### config.mk
export PLATFORM = sky130hd
export DESIGN_NAME = opf_seq
export DESIGN_NICKNAME = d
export VERILOG_FILES = /design/src/rtl/opf_pkg.sv /design/src/rtl/opf_idx_add.sv /design/src/rtl/opf_next_step.sv /design/src/rtl/opf_addr_mux.sv /design/src/rtl/opf_seq.sv
export SDC_FILE = /design/constraint.sdc
export NUM_CORES = 1
export LEC_CHECK = 0
export BUFFER_PORTS_ARGS = -buffer_cell sky130_fd_sc_hd__buf_2
export CAP_MARGIN = 20
export CORE_MARGIN = 5
export CORE_UTILIZATION = 51
export DETAILED_ROUTE_END_ITERATION = 8
export PLACE_DENSITY = 0.73
export SYNTH_ARGS = -nofsm -noshare
export SYNTH_HDL_FRONTEND = slang
export SYNTH_HIERARCHICAL = 1
export SYNTH_SLANG_ARGS = --single-unit
export TNS_END_PERCENT = 10
### constraint.sdc
create_clock -name clk_i -period 3.49 [get_ports clk_i]
set_input_delay 0.5235 -clock clk_i [delete_from_list [all_inputs] [get_ports clk_i]]
set_output_delay 0.5235 -clock clk_i [all_outputs]
set_load 0.005 [all_outputs]
### src/rtl/opf_pkg.sv
`timescale 1ns/1ps
package opf_pkg;

  typedef enum logic [3:0] {
    AM_IMM  = 4'd0,
    AM_ZP   = 4'd1,
    AM_ZPX  = 4'd2,
    AM_ZPY  = 4'd3,
    AM_ABS  = 4'd4,
    AM_ABSX = 4'd5,
    AM_ABSY = 4'd6,
    AM_INDX = 4'd7,
    AM_INDY = 4'd8
  } am_e;

  typedef enum logic [2:0] {
    ST_IDLE,
    ST_OPND,   // first operand byte at pc
    ST_HIGH,   // second operand byte at pc
    ST_ZIDX,   // page-zero index add
    ST_PLO,    // pointer low read
    ST_PHI,    // pointer high read
    ST_CARRY,  // high-byte fix after carry
    ST_READ    // operand read
  } st_e;

  function automatic am_e am_norm(input logic [3:0] m);
    if (m > 4'd8) return AM_IMM;
    return am_e'(m);
  endfunction

  function automatic logic am_uses_x(input am_e m);
    return (m == AM_ZPX) || (m == AM_ABSX) || (m == AM_INDX);
  endfunction

  function automatic logic am_uses_y(input am_e m);
    return (m == AM_ZPY) || (m == AM_ABSY) || (m == AM_INDY);
  endfunction

endpackage

### src/rtl/opf_idx_add.sv
`timescale 1ns/1ps
module opf_idx_add #(
  parameter int W = 8
) (
  input  logic [W-1:0] a_i,
  input  logic [W-1:0] b_i,
  output logic [W-1:0] sum_o,
  output logic         carry_o
);
  logic [W:0] full;
  assign full    = {1'b0, a_i} + {1'b0, b_i};
  assign sum_o   = full[W-1:0];
  assign carry_o = full[W];
endmodule

### src/rtl/opf_next_step.sv
`timescale 1ns/1ps
module opf_next_step
  import opf_pkg::*;
(
  input  st_e  st_i,
  input  am_e  mode_i,
  input  logic start_i,
  input  logic carry_i,
  output st_e  st_o
);
  always_comb begin
    st_o = ST_IDLE;
    case (st_i)
      ST_IDLE: st_o = start_i ? ST_OPND : ST_IDLE;
      ST_OPND: begin
        case (mode_i)
          AM_IMM:                  st_o = ST_IDLE;
          AM_ZP:                   st_o = ST_READ;
          AM_ZPX, AM_ZPY, AM_INDX: st_o = ST_ZIDX;
          AM_INDY:                 st_o = ST_PLO;
          default:                 st_o = ST_HIGH;
        endcase
      end
      ST_ZIDX:          st_o = (mode_i == AM_INDX) ? ST_PLO : ST_READ;
      ST_HIGH, ST_PHI:  st_o = carry_i ? ST_CARRY : ST_READ;
      ST_PLO:           st_o = ST_PHI;
      ST_CARRY:         st_o = ST_READ;
      default:          st_o = ST_IDLE;
    endcase
  end
endmodule

### src/rtl/opf_addr_mux.sv
`timescale 1ns/1ps
module opf_addr_mux
  import opf_pkg::*;
#(
  parameter int ADDR_W = 16,
  parameter int DATA_W = 8
) (
  input  st_e               st_i,
  input  logic [ADDR_W-1:0] pc_i,
  input  logic [ADDR_W-1:0] ea_i,
  output logic [ADDR_W-1:0] addr_o
);
  localparam int HW = ADDR_W - DATA_W;

  logic [DATA_W-1:0] ptr_next;
  assign ptr_next = ea_i[DATA_W-1:0] + 1'b1;  // wraps inside page zero

  always_comb begin
    case (st_i)
      ST_IDLE, ST_OPND, ST_HIGH: addr_o = pc_i;
      ST_PLO:                    addr_o = {{HW{1'b0}}, ea_i[DATA_W-1:0]};
      ST_PHI:                    addr_o = {{HW{1'b0}}, ptr_next};
      default:                   addr_o = ea_i;
    endcase
  end
endmodule

### src/rtl/opf_seq.sv
`timescale 1ns/1ps
module opf_seq
  import opf_pkg::*;
#(
  parameter int ADDR_W = 16,
  parameter int DATA_W = 8
) (
  input  logic              clk_i,
  input  logic              rst_ni,
  input  logic              start_i,
  input  logic [3:0]        mode_i,
  input  logic [ADDR_W-1:0] pc_i,
  input  logic [DATA_W-1:0] x_i,
  input  logic [DATA_W-1:0] y_i,
  output logic [ADDR_W-1:0] mem_addr_o,
  input  logic [DATA_W-1:0] mem_rdata_i,
  output logic              busy_o,
  output logic              done_o,
  output logic [DATA_W-1:0] operand_o,
  output logic [ADDR_W-1:0] pc_o
);
  localparam int HW = ADDR_W - DATA_W;

  st_e               st_q, st_d;
  am_e               mode_q, mode_in;
  logic [ADDR_W-1:0] pc_q, ea_q;
  logic [DATA_W-1:0] lo_q, idx_q, operand_q;
  logic              done_q;

  logic [DATA_W-1:0] add_a, add_b, add_sum;
  logic              add_carry;

  assign mode_in = am_norm(mode_i);

  always_comb begin
    add_a = ea_q[DATA_W-1:0];
    add_b = '0;
    case (st_q)
      ST_HIGH, ST_ZIDX: add_b = idx_q;
      ST_PHI: begin
        add_a = lo_q;
        add_b = (mode_q == AM_INDY) ? idx_q : '0;
      end
      default: ;
    endcase
  end

  opf_idx_add #(.W(DATA_W)) u_add (
    .a_i     (add_a),
    .b_i     (add_b),
    .sum_o   (add_sum),
    .carry_o (add_carry)
  );

  opf_next_step u_next (
    .st_i    (st_q),
    .mode_i  (mode_q),
    .start_i (start_i),
    .carry_i (add_carry),
    .st_o    (st_d)
  );

  opf_addr_mux #(.ADDR_W(ADDR_W), .DATA_W(DATA_W)) u_amux (
    .st_i   (st_q),
    .pc_i   (pc_q),
    .ea_i   (ea_q),
    .addr_o (mem_addr_o)
  );

  always_ff @(posedge clk_i or negedge rst_ni) begin
    if (!rst_ni) begin
      st_q      <= ST_IDLE;
      mode_q    <= AM_IMM;
      pc_q      <= '0;
      ea_q      <= '0;
      lo_q      <= '0;
      idx_q     <= '0;
      operand_q <= '0;
      done_q    <= 1'b0;
    end else begin
      done_q <= 1'b0;
      st_q   <= st_d;
      case (st_q)
        ST_IDLE: if (start_i) begin
          mode_q <= mode_in;
          pc_q   <= pc_i;
          idx_q  <= am_uses_x(mode_in) ? x_i :
                    am_uses_y(mode_in) ? y_i : '0;
        end
        ST_OPND: begin
          pc_q <= pc_q + 1'b1;
          ea_q <= {{HW{1'b0}}, mem_rdata_i};
          if (mode_q == AM_IMM) begin
            operand_q <= mem_rdata_i;
            done_q    <= 1'b1;
          end
        end
        ST_HIGH: begin
          pc_q <= pc_q + 1'b1;
          ea_q <= {mem_rdata_i, add_sum};
        end
        ST_ZIDX:  ea_q[DATA_W-1:0] <= add_sum;
        ST_PLO:   lo_q <= mem_rdata_i;
        ST_PHI:   ea_q <= {mem_rdata_i, add_sum};
        ST_CARRY: ea_q[ADDR_W-1:DATA_W] <= ea_q[ADDR_W-1:DATA_W] + 1'b1;
        ST_READ: begin
          operand_q <= mem_rdata_i;
          done_q    <= 1'b1;
        end
        default: ;
      endcase
    end
  end

  assign busy_o    = (st_q != ST_IDLE);
  assign done_o    = done_q;
  assign operand_o = operand_q;
  assign pc_o      = pc_q;
endmodule

==> results.toml <==
[run_status]
run_status = "completed"

[clock_tree]
post-cts-setup-buffers = 0
htreeDepth = 3
cts.clk_slew.worst_paths_ns = 0.08
cts_hold_buf = 0
clockBufferDepth = 2
clock_latency_ns = 0.35
cts_sinks = 64
clockRootBuffer = "clkbuf_8"
numCtsBuffers = 9
cts_tree = "built"
cts_resized = 0

[yosys]
syn_nets = 542
synth_top_cell_by_area = "dfrtp_1"
ys_ff_latch = 64
synthTopCellsByCount = "dfrtp_1, nand2_1, nor2_1, a21oi_1, a22oi_1"
async_flop_share_pct = 100.0
synthFlopType = "dfrtp_1"
synth-edff-count = 0
synth.area.top_cells = "dfrtp_1, mux2_2, a22oi_1, ha_1, mux2_4"
postSynthCellCount = 483
ys_types = 70
synth_top_area_share_pct = 34.67
syn_area_um2 = 4619
ys_warn_count = 6
yosysSeqAreaShare_pct = 34.67
synth.most_common_cell = "dfrtp_1"
syn_avg_cell_area_um2 = 9.564

[global_route]
grt_max_degree = 60
grt_pass1_wl_um = 20330
gr-total-overflow = 0
grtUsageTotal_pct = 22.32
grt_pass1_vias = 4035
antenna_found_initial = 0

[sta]
fin_crit_ns = 3.132
fin_setup_tns_ns = 0
finalWorstSetupSlack_ns = 0.3583
timing.fmax_ghz = 0.3193
finalCritPeriodShare_pct = 89.73
drv_slew = 0
rsz0062_at_grt = "no"
setup_violations = 0
worstMarginPinSlew_ns = 0.7930
timing.final.hold_violations = 0
maxSlewHeadroom_pct = 46.58
clock-skew-final_ns = 0.009190

[floorplanning]
start_util_pct = 52.71
fp.dieW_um = 105.2
core_um2 = 8763
num_rows = 34
dieArea_um2 = 11060
chipHeight_um = 105.2
ios = 89

[drt]
avgRoutedWirePerCell_um = 18.26
drcViolationCount = 0
vias = 4210
drt_iter0_drc = 284
wl_um = 12320
dr.max_layer_used = "met4"
route.layer.met1.wl_um = 5566
vias_per_cell = 6.237
wl_met2_um = 5821
routed-wl-met3_um = 785
ant_nets = 0
first_pass_iters = 5

[setup_path]
critPathTopFamily = "compound AO/OA/AOI/OAI gates"
cp_max_fo = 8
startpoint = "st_q[2]"
reg2reg_from = "st_q[2]"
critPathArrivalTime_ns = 3.37
crit_path_cell_trace = "and2_1 -> nand2_1 -> mux2_2 -> ha_1 -> a21o_1 -> a21o_1 -> a221oi_2 -> nand2_1 -> a22oi_1 -> mux2i_1 -> a21o_1"
max_stage_delay_ns = 0.41
path_common_cell = "a21o_1"
crit_buf_inv = 0
endpoint_kind = "flop"
required_ns = 3.73
cp-start-kind = "flop"
crit_slowest_cell = "dfrtp_2"
crit_type = "reg -> reg"

[placement]
place_ws_ns = 0.4104
dp_hpwl_um = 8731
place_area_um2 = 5097
place.gp.congestion = 0.9166
port_buffers = 88

[power]
p_leak_nw = 2.450
ir_worst_vdd_mv = 0.3621
comb_power_share_pct = 58.5
switching_share_pct = 45.53
switchingPower_w = 0.002356
p_int_w = 0.002818
powerDensity_nw_per_um2 = 981.4
power.share.clock_pct = 11.3
pwr-share-seq_pct = 30.2

[finish]
layout-drive-gt1-share_pct = 28.40
final_nets = 621
syn2layout_area_growth_pct = 14.14
diodes = 0
fin_area_um2 = 5273

[run]
maxCapViolations = 0

[min_path]
hold_path_class = "in -> async"
state kept, by name, indices dropped and copies added, names as in the netlist:
name       cells
idx_q          8
done_o         1
lo_q           8
pc_o          16
operand_o      8
ea_q          16
st_q           3
mode_q         4
layout by cell type (no fill, tap or decap), types with 8 or more instances in the layout:
master and instances:
a211oi_1 11, a221o_1 9, a22oi_1 20, nand2_1 30, o21ai_0 19, a21o_1 12
buf_2 88, mux2i_1 11, a21oi_1 21, ha_1 11, mux2_4 8, dfrtp_1 62
nor2_1 29, and2_0 8, nor3_1 8, a31oi_1 10, clkbuf_8 10, nand3_1 12
a221oi_1 10, inv_1 17, a22o_1 10, mux2_2 18, a311oi_1 10, and2_1 14
logic make-up (layout without fill, tap and decap cells):
| group | count (synthesis) | after routing | synth area share (%) |
|---|---|---|---|
| muxes | 37 | 37 | 9.372 |
| adders and majority gates | 12 | 12 | 3.413 |
| and+or+nand+nor | 152 | 152 | 19.20 |
| xor gates and xnor gates | 6 | 6 | 1.300 |
| DFF | 64 | 64 | 34.67 |
| AOI/OAI and AO/OA | 166 | 166 | 26.84 |
| buffers and inverters | 46 | 130 | 5.200 |
power by group through the flow:
stage                     clock network (W)  logic (W)  registers, W
after CTS                          0.000596    0.00303       0.00155
after global placement                    0    0.00292       0.00154
after floorplan                           0    0.00233       0.00145
final                              0.000586    0.00303       0.00156
after global routing               0.000626    0.00335       0.00163
after detailed placement                  0    0.00302       0.00156
stage by stage:
| stage | total power, W | hold slack (ns) | util [%] | cells |
|---|---|---|---|---|
| floorplan | 0.003781 | 0.2279 | - | 483 |
| global placement | 0.004464 | 0.4876 | 57.94 | 658 |
| detailed placement | 0.004578 | 0.4532 | 58.17 | 659 |
| CTS | 0.005177 | 0.06831 | 60.17 | 675 |
| global route | 0.005605 | 0.08882 | 60.17 | 675 |
| finish | 0.005174 | 0.06805 | 60.17 | 675 |
routing by layer:
layer | vias up | GRT usage, %
met5 | - | 0
met4 | 0 | 5.571
met3 | 15 | 5.179
met2 | 126 | 35.39
met1 | 2048 | 30.89
li1 | 2021 | -
worst register-to-register path, stage by stage (launching register included):
cell,delay [ns]
dfrtp_2,0.41
and2_1,0.24
nand2_1,0.34
mux2_2,0.38
ha_1,0.38
a21o_1,0.25
a21o_1,0.22
a221oi_2,0.24
nand2_1,0.10
a22oi_1,0.21
mux2i_1,0.10
a21o_1,0.17
layout make-up:
cell class / count / area, um^2
Multi-Input combinational cell: 373 / 2778
Inverter: 18 / 67.56
Clock buffer: 12 / 145.1
Timing Repair Buffer: 96 / 513.0
Sequential cell: 64 / 1604
Tap cell: 108 / 135.1
Fill cell: 770 / 3491
Clock inverter: 4 / 30.03
worst paths after layout:
path,end,slack [ns],cells past startpoint
hold reg to reg,operand_o[5],0.51,1
min in group clk_i,idx_q[1],0.39,2
hold / removal,pc_o[9],0.07,1
setup / recovery,ea_q[7],0.36,11
max in group asynchronous,lo_q[0],2.64,3
setup reg to reg,ea_q[7],0.36,11
No activity file was read; power rests on OpenSTA's default activity.
